$ cat src/rtl/vls_pkg.sv
package vls_pkg;
  localparam int MODE_W   = 3;
  localparam int NUM_FMT  = 6;
  localparam int LUT_FIRST = 2;

  // Map a format code to log2(pixels per word); spare codes fall back to direct 32-bit.
  function automatic logic [MODE_W-1:0] fmt_shift(input logic [MODE_W-1:0] code);
    return (int'(code) >= NUM_FMT) ? '0 : code;
  endfunction
endpackage

$ cat src/rtl/vls_rate_div.sv
module vls_rate_div #(
  parameter int DIV_W = 8
) (
  input  logic             clk,
  input  logic             rst_n,
  input  logic             load,
  input  logic [DIV_W-1:0] div_in,
  input  logic             run,
  output logic             tick
);
  logic [DIV_W-1:0] reload_q, reload_n;
  logic [DIV_W-1:0] cnt_q, cnt_n;
  logic             cnt_en;

  always_comb begin
    reload_n = reload_q;
    cnt_n    = cnt_q;
    cnt_en   = 1'b0;
    if (load) begin
      reload_n = (div_in == '0) ? '0 : div_in - 1'b1;
      cnt_n    = '0;
      cnt_en   = 1'b1;
    end else if (run) begin
      cnt_n  = (cnt_q == '0) ? reload_q : cnt_q - 1'b1;
      cnt_en = 1'b1;
    end
  end

  always_ff @(posedge clk or negedge rst_n) begin
    if (!rst_n) begin
      reload_q <= '0;
      cnt_q    <= '0;
    end else if (cnt_en) begin
      reload_q <= reload_n;
      cnt_q    <= cnt_n;
    end
  end

  assign tick = run && (cnt_q == '0);
endmodule

$ cat src/rtl/vls_unpack.sv
module vls_unpack
  import vls_pkg::*;
#(
  parameter int DATA_W = 32,
  parameter int IDX_W  = 5
) (
  input  logic [MODE_W-1:0] shift,
  input  logic [DATA_W-1:0] word,
  input  logic [IDX_W-1:0]  idx,
  output logic [DATA_W-1:0] field,
  output logic              last_in_word
);
  logic [DATA_W-1:0] fld [NUM_FMT];

  for (genvar g = 0; g < NUM_FMT; g++) begin : g_fmt
    localparam int BPP = DATA_W >> g;
    if (g == 0) begin : g_full
      assign fld[g] = word;
    end else begin : g_part
      logic [g-1:0] sel;
      assign sel    = idx[g-1:0];
      assign fld[g] = DATA_W'(word[int'(sel)*BPP +: BPP]);
    end
  end

  always_comb begin
    field = fld[0];
    for (int i = 1; i < NUM_FMT; i++) begin
      if (shift == MODE_W'(i)) field = fld[i];
    end
  end

  assign last_in_word = (idx == IDX_W'((1 << shift) - 1));
endmodule

$ cat src/rtl/vls_line_ctrl.sv
module vls_line_ctrl
  import vls_pkg::*;
#(
  parameter int ADDR_W = 16,
  parameter int CNT_W  = 12,
  parameter int IDX_W  = 5
) (
  input  logic              clk,
  input  logic              rst_n,
  input  logic              start,
  input  logic [MODE_W-1:0] st_shift,
  input  logic [ADDR_W-1:0] st_addr,
  input  logic [CNT_W-1:0]  st_count,
  input  logic              tick,
  input  logic              last_in_word,
  output logic              busy,
  output logic [MODE_W-1:0] shift_q,
  output logic [ADDR_W-1:0] word_addr,
  output logic [IDX_W-1:0]  idx,
  output logic              emit,
  output logic              done
);
  logic              busy_q, busy_n;
  logic [MODE_W-1:0] shift_n;
  logic [ADDR_W-1:0] addr_q, addr_n;
  logic [IDX_W-1:0]  idx_q, idx_n;
  logic [CNT_W-1:0]  rem_q, rem_n;
  logic              upd_en;

  assign emit = busy_q && tick && (rem_q != '0);
  assign done = busy_q && tick && (rem_q == '0);

  always_comb begin
    busy_n  = busy_q;
    shift_n = shift_q;
    addr_n  = addr_q;
    idx_n   = idx_q;
    rem_n   = rem_q;
    upd_en  = 1'b0;
    if (start) begin
      busy_n  = 1'b1;
      shift_n = st_shift;
      addr_n  = st_addr;
      idx_n   = '0;
      rem_n   = st_count;
      upd_en  = 1'b1;
    end else if (emit) begin
      rem_n  = rem_q - 1'b1;
      upd_en = 1'b1;
      if (last_in_word) begin
        idx_n  = '0;
        addr_n = addr_q + 1'b1;
      end else begin
        idx_n = idx_q + 1'b1;
      end
    end else if (done) begin
      busy_n = 1'b0;
      upd_en = 1'b1;
    end
  end

  always_ff @(posedge clk or negedge rst_n) begin
    if (!rst_n) begin
      busy_q  <= 1'b0;
      shift_q <= '0;
      addr_q  <= '0;
      idx_q   <= '0;
      rem_q   <= '0;
    end else if (upd_en) begin
      busy_q  <= busy_n;
      shift_q <= shift_n;
      addr_q  <= addr_n;
      idx_q   <= idx_n;
      rem_q   <= rem_n;
    end
  end

  assign busy      = busy_q;
  assign word_addr = addr_q;
  assign idx       = idx_q;
endmodule

$ cat src/rtl/video_line_streamer.sv
module video_line_streamer
  import vls_pkg::*;
#(
  parameter int ADDR_W = 16,
  parameter int CNT_W  = 12,
  parameter int DIV_W  = 8,
  parameter int DATA_W = 32,
  parameter int LUT_AW = 8
) (
  input  logic              clk,
  input  logic              rst_n,
  input  logic              cmd_valid,
  input  logic [2:0]        cmd_mode,
  input  logic [DIV_W-1:0]  cmd_div,
  input  logic [ADDR_W-1:0] cmd_addr,
  input  logic [CNT_W-1:0]  cmd_count,
  input  logic              idle_wr,
  input  logic [DATA_W-1:0] idle_data,
  output logic [ADDR_W-1:0] mem_addr,
  input  logic [DATA_W-1:0] mem_rdata,
  output logic [LUT_AW-1:0] lut_addr,
  input  logic [DATA_W-1:0] lut_rdata,
  output logic [DATA_W-1:0] dac_out,
  output logic              busy
);
  localparam int IDX_W = $clog2(DATA_W);

  logic              accept, tick, emit, done, last_in_word, use_lut;
  logic [MODE_W-1:0] line_mode;
  logic [IDX_W-1:0]  pix_idx;
  logic [DATA_W-1:0] field;
  logic [DATA_W-1:0] idle_q, idle_n, dac_q, dac_n;
  logic              idle_en, dac_en;

  assign accept = cmd_valid && !busy && (cmd_count != '0);

  vls_rate_div #(.DIV_W(DIV_W)) u_div (
    .clk(clk), .rst_n(rst_n), .load(accept), .div_in(cmd_div),
    .run(busy), .tick(tick)
  );

  vls_line_ctrl #(.ADDR_W(ADDR_W), .CNT_W(CNT_W), .IDX_W(IDX_W)) u_ctrl (
    .clk(clk), .rst_n(rst_n), .start(accept), .st_shift(fmt_shift(cmd_mode)),
    .st_addr(cmd_addr), .st_count(cmd_count), .tick(tick),
    .last_in_word(last_in_word), .busy(busy), .shift_q(line_mode),
    .word_addr(mem_addr), .idx(pix_idx), .emit(emit), .done(done)
  );

  vls_unpack #(.DATA_W(DATA_W), .IDX_W(IDX_W)) u_unpack (
    .shift(line_mode), .word(mem_rdata), .idx(pix_idx),
    .field(field), .last_in_word(last_in_word)
  );

  assign use_lut  = (int'(line_mode) >= LUT_FIRST);
  assign lut_addr = field[LUT_AW-1:0];

  // Idle pattern: always captured, shown immediately only when no line runs.
  always_comb begin
    idle_n  = idle_wr ? idle_data : idle_q;
    idle_en = idle_wr;
    dac_n   = dac_q;
    dac_en  = 1'b0;
    if (emit) begin
      dac_n  = use_lut ? lut_rdata : field;
      dac_en = 1'b1;
    end else if (done) begin
      dac_n  = idle_n;
      dac_en = 1'b1;
    end else if (!busy && idle_wr) begin
      dac_n  = idle_data;
      dac_en = 1'b1;
    end
  end

  always_ff @(posedge clk or negedge rst_n) begin
    if (!rst_n) begin
      idle_q <= '0;
    end else if (idle_en) begin
      idle_q <= idle_n;
    end
  end

  always_ff @(posedge clk or negedge rst_n) begin
    if (!rst_n) begin
      dac_q <= '0;
    end else if (dac_en) begin
      dac_q <= dac_n;
    end
  end

  assign dac_out = dac_q;
endmodule

$ cat config.mk
export PLATFORM = sky130hd
export DESIGN_NAME = video_line_streamer
export DESIGN_NICKNAME = d
export VERILOG_FILES = /design/src/rtl/vls_pkg.sv /design/src/rtl/vls_rate_div.sv /design/src/rtl/vls_unpack.sv /design/src/rtl/vls_line_ctrl.sv /design/src/rtl/video_line_streamer.sv
export SDC_FILE = /design/constraint.sdc
export NUM_CORES = 1
export LEC_CHECK = 0
export BUFFER_PORTS_ARGS = -buffer_cell sky130_fd_sc_hd__buf_2
export CORE_UTILIZATION = 56
export DETAILED_ROUTE_END_ITERATION = 8
export PLACE_DENSITY = 0.84
export REMOVE_ABC_BUFFERS = 1
export SLEW_MARGIN = 20
export SYNTH_ARGS = -nofsm -noshare
export SYNTH_HDL_FRONTEND = slang
export SYNTH_HIERARCHICAL = 1
export SYNTH_SLANG_ARGS = --single-unit
$ cat constraint.sdc
create_clock -name clk -period 4.4 [get_ports clk]
set_input_delay 0.22 -clock clk [delete_from_list [all_inputs] [get_ports clk]]
set_output_delay 0.22 -clock clk [all_outputs]
set_load 0.05 [all_outputs]
Word-level counts from Yosys, hierarchy flattened
Cells that the tools add are included.
- bits in registers: 117
- input port bits: 139
- word-level logic and storage cells: 89
- add/sub/neg operators: 6
- magnitude comparators: 2
- eq/ne operators: 7
- shifts and indexed selects: 6
- multiplexer cells: 34
- reductions and logical operators: 25
- operator list (kind ; count):
    $mux 32 ; 10
    $mux 16 ; 3
    $mux 8 ; 4
    $shiftx 32x6->1 ; 1
    $shiftx 32x6->16 ; 1
    $shiftx 32x6->2 ; 1
    $shiftx 32x6->4 ; 1
    $shiftx 32x6->8 ; 1
    $mux 12 ; 2
    $reduce_bool 12->1 ; 2
    $add 16x1->16 const B ; 1
    $logic_not 8->1 ; 2
    $sub 8x1->8 const B ; 2
    $mux 5 ; 3
    $logic_not 12->1 ; 1
    $sub 12x1->12 const B ; 1
    $mux 1 ; 11
    $reduce_and 2->1 ; 5
    $reduce_bool 2->1 ; 4
    $logic_and 1x1->1 ; 7
    $eq 3x2->1 const B ; 2
    $eq 3x3->1 const B ; 2
    $reduce_and 3->1 ; 2
    $add 5x1->5 const B ; 1
    10 further kinds ; 10

Longest topological paths before layout
Gate-level depths: netlist of run 1.
- depth in word-level cells: 8
- mapped depth: 14
- mapped depth without buffers: 12

Modules after synthesis
Netlist of run 1, hierarchy kept.
- by module, submodules not included (module ; times used ; cells each ; area each (µm²)):
    video_line_streamer ; 1 ; 328 ; 3743.6
    vls_line_ctrl ; 1 ; 235 ; 2288.4
    vls_unpack ; 1 ; 182 ; 1730.4
    vls_rate_div ; 1 ; 109 ; 1069.8

Least setup slack after synthesis of run 1
No wires, ideal clock.
- kind: flip-flop to flip-flop
- start: reg u_ctrl.idx_q[0] (netlist: u_ctrl/idx[0])
- end: reg dac_q[4] (netlist: dac_out[4])
- library setup time: 0.066 ns
- arrival time: 3.145 ns
- required time: 4.334 ns
- slack: 1.189 ns
- cell stages (with the launch flop): 10
- buffers on the path: 4
- clock period less this slack: 3.211 ns
- path through: dfrtp_1 -> buf_6 -> buf_12 -> buf_2 -> buf_4 -> nand3_1 -> mux2i_1 -> a211oi_1 -> a211o_1 -> o221a_2
- longest elaborated chain between the ends: 8
- ends and longest elaborated chain (what ; line ; text):
    from (decl) ; vls_line_ctrl.sv:26 ; logic [IDX_W-1:0] idx_q, idx_n;
    from (signal assigned) ; vls_line_ctrl.sv:73 ; idx_q <= idx_n;
    $shiftx 32x6->16 ; vls_unpack.sv:22 ; assign fld[g] = DATA_W'(word[int'(sel)*BPP +: BPP]);
    $mux 32 ; vls_unpack.sv:29 ; if (shift == MODE_W'(i)) field = fld[i];
    $mux 32 * (4 in a row) ; vls_unpack.sv:29 ;
    named net lut_addr[4] ; video_line_streamer.sv:21 ; output logic [LUT_AW-1:0] lut_addr,
    $mux 32 * ; video_line_streamer.sv:64 ; dac_n = use_lut ? lut_rdata : field;
    $mux 32 * ; video_line_streamer.sv:63 ; if (emit) begin
    to (signal assigned) ; video_line_streamer.sv:87 ; dac_q <= dac_n;
    to (decl) ; video_line_streamer.sv:32 ; logic [DATA_W-1:0] idle_q, idle_n, dac_q, dac_n;
Mark *: on every way through the listed nets, which the timed path passes. The rest lies on a longest branch.
A chain may end at the register's enable or synchronous reset.

Worst setup path in the final report of run 1
- start: reg u_ctrl.shift_q[0]
- end: reg u_ctrl.addr_q[15] (netlist: u_ctrl/word_addr[15])
- longest elaborated chain between the ends: 5
- ends and longest elaborated chain (what ; line ; text):
    from (decl) ; vls_line_ctrl.sv:17 ; output logic [MODE_W-1:0] shift_q,
    from (signal assigned) ; vls_line_ctrl.sv:71 ; shift_q <= shift_n;
    $shl 1x3->5 ; vls_unpack.sv:33 ; assign last_in_word = (idx == IDX_W'((1 << shift) - 1));
    $sub 5x2->5 ; vls_unpack.sv:33 ;
    $eq 5x5->1 ; vls_unpack.sv:33 ;
    named net last_in_word ; video_line_streamer.sv:28 ; logic accept, tick, emit, done, last_in_word, use_lut;
    $reduce_bool 2->1 (no line) ; - ;
    $reduce_and 3->1 (no line) ; - ;
    to (signal assigned) ; vls_line_ctrl.sv:72 ; addr_q <= addr_n;
    to (decl) ; vls_line_ctrl.sv:25 ; logic [ADDR_W-1:0] addr_q, addr_n;
The timed path passes the listed nets, and every way through them passes these cells.

==> impl_results.md, run 1 <==
- Critical path depth: 13
- Worst reg-to-reg path cell count: 13
- Area of the core: 15300 µm²
- Layout Nets: 1167
- Initial antenna violation count: 0
- Drt total wl: 24.9 mm
- Slowest stage cell, crit path: or4b_2
- Crit path max-delay family: simple AND/OR/NAND/NOR gates
- Setup bufs post-CTS: 0
- Crit path to: u_ctrl/word_addr[15]$_DFFE_PN0P_
- Vias per cell: 6.47
- Worst-Skew Late Latency: 420 ps
- Post-synthesis adder-cell area fraction: 0.0127
- CTS tree: done
- PortBufs: 195
- Vias in the first global route: 7704
- H-tree Lvls: 4
- Worst reg2reg setup slack: 650 ps
- Setup CP Type: flip-flop to flip-flop
- Rows: 45
- Final hold vios: 0
- Cell area power density: 596 nW/µm²
- Main synth FF type: dfrtp_1
- Largest net degree at the start of global routing: 62
- ANT nets after route: 0
- Worst Setup End Kind: flip-flop
- Peak supply drop: 0.000398 V
- Max-slew violation count: 0
- Synth warn: 6
- Hold Crit Class: input pin to flip-flop
- Final Non-Filler Cells: 1243
- CP required: 4760 ps
- Mux share of post-synthesis cell area: 0.159
- Crit path cell chain: nor2b_1, nand2_1, ha_1, xor2_1, or3_1, a21oi_1, nor2_1, nor4_2, buf_4, and3_1, o31ai_4, or4b_2, nand3_1
- Clock-pin transition on the worst setup and hold timing paths: 60 ps
- Cell Area, Placed: 9770 µm²
- Tcrit/Tclk final: 0.852
- Critical Path Max Stage Delay: 690 ps
- Arr. time, crit path: 4110 ps
- Routed WL per cell: 20.0 µm
- Synth cell types: 85
- Post-CTS sizing: 0
- Critical Path Start Type: flip-flop
- GRT Total Usage: 0.316
- Async set-reset flop share out of synthesis: 1.00
- Via count: 8040
- Worst r2r src: u_ctrl/shift_q[0]$_DFFE_PN0P_
- DRC violations left: 0
- DP HPWL: 17.3 mm
- CTS buffer count: 17
- WP buf/inv: 1
- Static leakage: 4.34 nW
- Drt first pass iters: 5
- Max cap viols: 0
- Setup TNS: 0 ps
- Compound-gate portion of the synthesized area: 0.254
- Synth Instances: 854
- Clk_skew: 9.02 ps
- CTS root buf: clkbuf_16
- Avg Inst Size Synth: 10.3 µm²
- Layout area overhead: 17.7%
- Die area: 16300 µm²
- Main combinational cell family by area after synthesis: compound AO/OA/AOI/OAI gates
- Commonest non-fill, non-tap cells in the layout: buf_2 (194), dfrtp_1 (115), nor2_1 (52)
- Clock sink total: 117
- Remaining global-route overflow: 0
- Final Cell Area: 10400 µm²
- Capturing point of the worst reg2reg path: u_ctrl/word_addr[15]$_DFFE_PN0P_
- Slew margin rel.: 0.281
- Clock tree buffer depth: 2
- Run status: complete, no violations
- # setup viols final: 0
- Die Y: 128 µm
- Seq cells post-synth: 117
- Initial Util: 0.577
- Post-synth EDFFs: 0
- Antenna cell count: 0
- Slew @ Worst Pin: 1080 ps
- Die X: 128 µm
- Min cycle time layout: 3750 ps
- Cell area after synthesis: 8830 µm²
- Worst-path fanout max: 16
- First-pass GRT wire length: 39.8 mm
- Ports: 196
- Sequential cell area fraction in the yosys report: 0.331
- GP Congestion: 0.931
- RSZ-0062 raised after global routing: false
- Max Freq: 0.267 GHz
- Final core utilization: 0.679
- Most common cell after layout, fill and taps aside: buf_2
- Post-Synth XOR/XNOR Area: 0.0149
- Post-Place Cells: 1208
- Critical Path Start: u_ctrl/shift_q[0]$_DFFE_PN0P_
- Share of cells above drive strength 1: 0.355
- DRT iter0 DRCs: 786
- Simple-gate portion of the synthesized area: 0.148
## worst min-delay path by stage
| stage | start | to | cells after the start |
|---|---|---|---|
| after floorplan | rst_n | dac_out[0]$_DFFE_PN0P_ | 0 |
| after global placement | rst_n | idle_q[3]$_DFFE_PN0P_ | 1 |
| after detailed placement | rst_n | idle_q[3]$_DFFE_PN0P_ | 1 |
| after CTS | cmd_addr[3] | u_ctrl/word_addr[3]$_DFFE_PN0P_ | 3 |
| after global routing | cmd_addr[6] | u_ctrl/word_addr[6]$_DFFE_PN0P_ | 3 |
| final | cmd_addr[2] | u_ctrl/word_addr[2]$_DFFE_PN0P_ | 3 |
## cell families (layout without fill, tap and decap cells)
logic type                 Yosys count  in the layout
DFF                                117            117
AOI/OAI and AO/OA                  260            260
adders and majority gates            9              9
buffers and inverters              126            304
xor gates and xnor gates            15             15
muxes                               90             90
and+or+nand+nor                    237            237
## stage by stage
stage	hold slack, ps	setup slack, ps	total power [mW]
floorplan	-75.6	-3160	3.96
global placement	347	806	4.71
detailed placement	344	697	4.79
CTS	4.69	696	6.18
global route	14.1	341	6.51
finish	17.9	652	6.20
## area by class of cell
type                    count  area [µm²]
repair buffers            217        1170
fillers                  1216        4920
inverters                  55         206
clock inverters            15         158
well taps                 211         264
multi-input cells         611        5240
clock buffers              17         425
flip-flops and latches    117        2930
## synth_stat cells (6+ instances only)
cell,number,area (µm²)
buf_6,10,113
a21oi_1,17,85.1
a32oi_1,21,184
buf_4,9,67.6
nand3_1,18,90.1
mux4_2,13,293
nor3_1,7,35.0
o32ai_2,10,163
dfrtp_1,117,2930
clkbuf_8,6,82.6
ha_1,9,113
a221oi_2,11,165
or4_1,18,135
nor4_1,9,56.3
a211oi_1,18,135
nand2_1,50,188
nor2b_1,10,62.6
nor2_1,52,195
a31oi_1,19,119
buf_2,21,105
or3_1,7,43.8
o21ai_0,20,100
o22ai_1,9,56.3
o31ai_1,12,90.1
mux2_2,40,450
mux4_1,18,473
a211o_1,25,219
nand4_1,10,62.6
and2_1,16,100
mux2i_1,19,190
o21a_1,34,255
xnor2_1,11,96.3
a311oi_1,6,52.6
o221a_2,18,203
inv_1,51,191
nand2b_1,6,37.5
clkbuf_1,21,78.8
## repair_timing
item,4_1_cts,5_1_grt
endpoints found under the setup margin,0,0
hold endpoints to repair,61,0
hold buffers,3,0
## tightest hold or removal path, cell delays in order
cell     delay [ps]
buf_2            70
nand2_1          40
o21ai_0          60
## power breakdown
group          leakage [nW]  switching [mW]  total [mW]  internal (mW)
Sequential             1.36           0.382        1.80           1.41
Clock                 0.263           0.533        1.37          0.832
Combinational          2.71            1.93        3.04           1.11
## layer usage
layer	GRT usage	routed length (µm)	share of wire
met1	0.414	10600	0.43
met2	0.494	11600	0.46
met5	0	0	0
met4	0.143	769	0.031
met3	0.0808	1970	0.079
## registers in the layout, indices dropped and copies added (netlist names)
register          cells
u_div/cnt_q           8
u_ctrl/word_addr     16
dac_out              32
u_ctrl/rem_q         12
u_ctrl/idx            5
u_ctrl/busy           1
idle_q               32
u_div/reload_q        8
u_ctrl/shift_q        3
Power figures use the tool's default switching activity.
==> run 2: changes to the inputs <==
--- a/config.mk
+++ b/config.mk
@@ -8,7 +8,7 @@
 export BUFFER_PORTS_ARGS = -buffer_cell sky130_fd_sc_hd__buf_2
 export CORE_UTILIZATION = 56
 export DETAILED_ROUTE_END_ITERATION = 8
-export PLACE_DENSITY = 0.84
+export PLACE_DENSITY = 0.82
 export REMOVE_ABC_BUFFERS = 1
 export SLEW_MARGIN = 20
 export SYNTH_ARGS = -nofsm -noshare
==> impl_results.md, run 2 (synthesis gave the netlist of run 1 again) <==
- Cts-stage hold buffer count: 4 (+1)
- Cell area power density: 604 nW/µm² (+1.3%)
- CP required: 4760 ps (about the same)
- Capturing point of the worst reg2reg path: u_ctrl/word_addr[15]$_DFFE_PN0P_
- Setup bufs post-CTS: 0 (unchanged)
- Max Freq: 0.265 GHz (-0.72%)
- Die area: 16300 µm² (unchanged)
- Placement Setup Slack: 711 ps (+14.6 ps)
- Die X: 128 µm (unchanged)
- CTS buffer count: 17 (unchanged)
- Worst Setup End Kind: flip-flop
- Initial Util: 0.577 (unchanged)
- Rows: 45 (unchanged)
- Largest net degree at the start of global routing: 74 (+19%)
- Final core utilization: 0.680 (+0.00106)
- Initial antenna violation count: 2 (+2)
- Tcrit/Tclk final: 0.858 (+0.00618)
- Worst-Skew Late Latency: 420 ps (about the same)
- RSZ-0062 raised after global routing: false
- Clock tree buffer depth: 2 (unchanged)
- Critical Path Start Type: flip-flop
- Final Hold Slack: 14.2 ps (-3.72 ps)
- Routed WL per cell: 20.2 µm (+0.54%)
- Worst reg-to-reg path cell count: 13 (unchanged)
- Vias in the first global route: 7525 (-2.3%)
- Final Non-Filler Cells: 1243 (unchanged)
- Hold Crit Class: input pin to flip-flop
- Fill cells: 1234 (+1.5%)
- Hold Crit Start: cmd_addr[7]
- Clock sink total: 117 (unchanged)
- Die Y: 128 µm (unchanged)
- Worst-path fanout max: 16 (unchanged)
- Drt total wl: 25.1 mm (+0.54%)
- Critical Path Start: u_ctrl/shift_q[0]$_DFFE_PN0P_
- Cell Area, Placed: 9750 µm² (-0.24%)
- Commonest non-fill, non-tap cells in the layout: buf_2 (194), dfrtp_1 (115), nor2_1 (52)
- Final Cell Area: 10400 µm² (+0.16%)
- DRC violations left: 0 (unchanged)
- Share of cells above drive strength 1: 0.352 (-0.00257)
- Max-slew violation count: 0 (unchanged)
- Clock-pin transition on the worst setup and hold timing paths: 60 ps (about the same)
- Via count: 8055 (+0.19%)
- Clk_skew: 9.55 ps (+0.534 ps)
- Worst reg2reg setup slack: 620 ps (-30 ps)
- Drt first pass iters: 6 (+1)
- Area of the core: 15300 µm² (unchanged)
- Layout area overhead: 17.8%
- Min cycle time layout: 3780 ps (+27.2 ps)
- ANT nets after route: 0 (unchanged)
- Fin worst setup slack: 624 ps (-27.2 ps)
- DP HPWL: 16.8 mm (-2.7%)
- Ports: 196 (unchanged)
- DRT iter0 DRCs: 756 (-3.8%)
- Most common cell after layout, fill and taps aside: buf_2
- Total power: 6.29 mW (+1.4%)
- Layout Nets: 1167 (unchanged)
- Final hold vios: 0 (unchanged)
- GP Congestion: 0.912 (-2.0%)
- Crit path to: u_ctrl/word_addr[15]$_DFFE_PN0P_
- Arr. time, crit path: 4130 ps (+20 ps)
- # setup viols final: 0 (unchanged)
- CTS tree: done
- Peak supply drop: 0.000390 V (-2.2%)
- Area occupied by multi-input gates: 5240 µm² (unchanged)
- Static leakage: 4.37 nW (+0.77%)
- Setup CP Type: flip-flop to flip-flop
- Sequential cell area: 2930 µm² (unchanged)
- PortBufs: 195 (unchanged)
- CTS root buf: clkbuf_16
- Max cap viols: 0 (unchanged)
- GRT Total Usage: 0.312 (-0.00356)
- Setup TNS: 0 ps (unchanged)
- Vias per cell: 6.48 (+0.19%)
- Worst r2r src: u_ctrl/shift_q[0]$_DFFE_PN0P_
- Post-CTS sizing: 0 (unchanged)
- Slew @ Worst Pin: 1040 ps (-37.8 ps)
- Run status: complete, no violations
- Remaining global-route overflow: 0 (unchanged)
- H-tree Lvls: 4 (unchanged)
- Post-Place Cells: 1207 (-0.083%)
- First-pass GRT wire length: 39.4 mm (-0.95%)
- Slew margin rel.: 0.306 (+0.0252)
==> run 2: metal layers <==
layer	vias up	wire, µm	track usage
met4	0	898	0.162
li1	3672	-	-
met3	75	2070	0.0724
met1	3893	10600	0.415
met2	415	11500	0.477
met5	-	0	0
==> run 2: area by class of cell <==
cell class / instances / area share
multi-input cells: 611 / 0.503
flip-flops and latches: 117 / 0.282
repair buffers: 217 / 0.111
clock buffers: 22 / 0.0465
well taps: 211 / 0.0254
inverters: 55 / 0.0198
clock inverters: 9 / 0.0121
diodes: 1 / 0.000240
==> run 2: how the worst min path moves through the flow <==
stage / end / slack, ps / cells past startpoint
finish: u_ctrl/word_addr[7]$_DFFE_PN0P_ / 10 / 3
global route: u_ctrl/word_addr[1]$_DFFE_PN0P_ / 20 / 3
CTS: u_ctrl/word_addr[7]$_DFFE_PN0P_ / 3 / 3
detailed placement: idle_q[11]$_DFFE_PN0P_ / 300 / 1
global placement: idle_q[11]$_DFFE_PN0P_ / 300 / 1
floorplan: dac_out[0]$_DFFE_PN0P_ / -80 / 0
==> run 2: report_power, final <==
group          switching, mW  internal (mW)  total (mW)  leakage (nW)
clock network          0.503          0.944        1.45         0.302
registers              0.388           1.41        1.80          1.36
logic                   1.93           1.11        3.04          2.71
total                   2.82           3.46        6.29          4.37
==> run 2: critical path: stages, from the launching register on <==
cell and delay [ps]:
dfrtp_1 590, nor2b_1 390, nand2_1 120, ha_1 270
or3_1 320, a21oi_1 140, a31oi_1 70, xnor2_1 160
nor4_2 300, buf_4 210, and3_1 220, o31ai_4 150
or4b_2 700, nand3_1 80
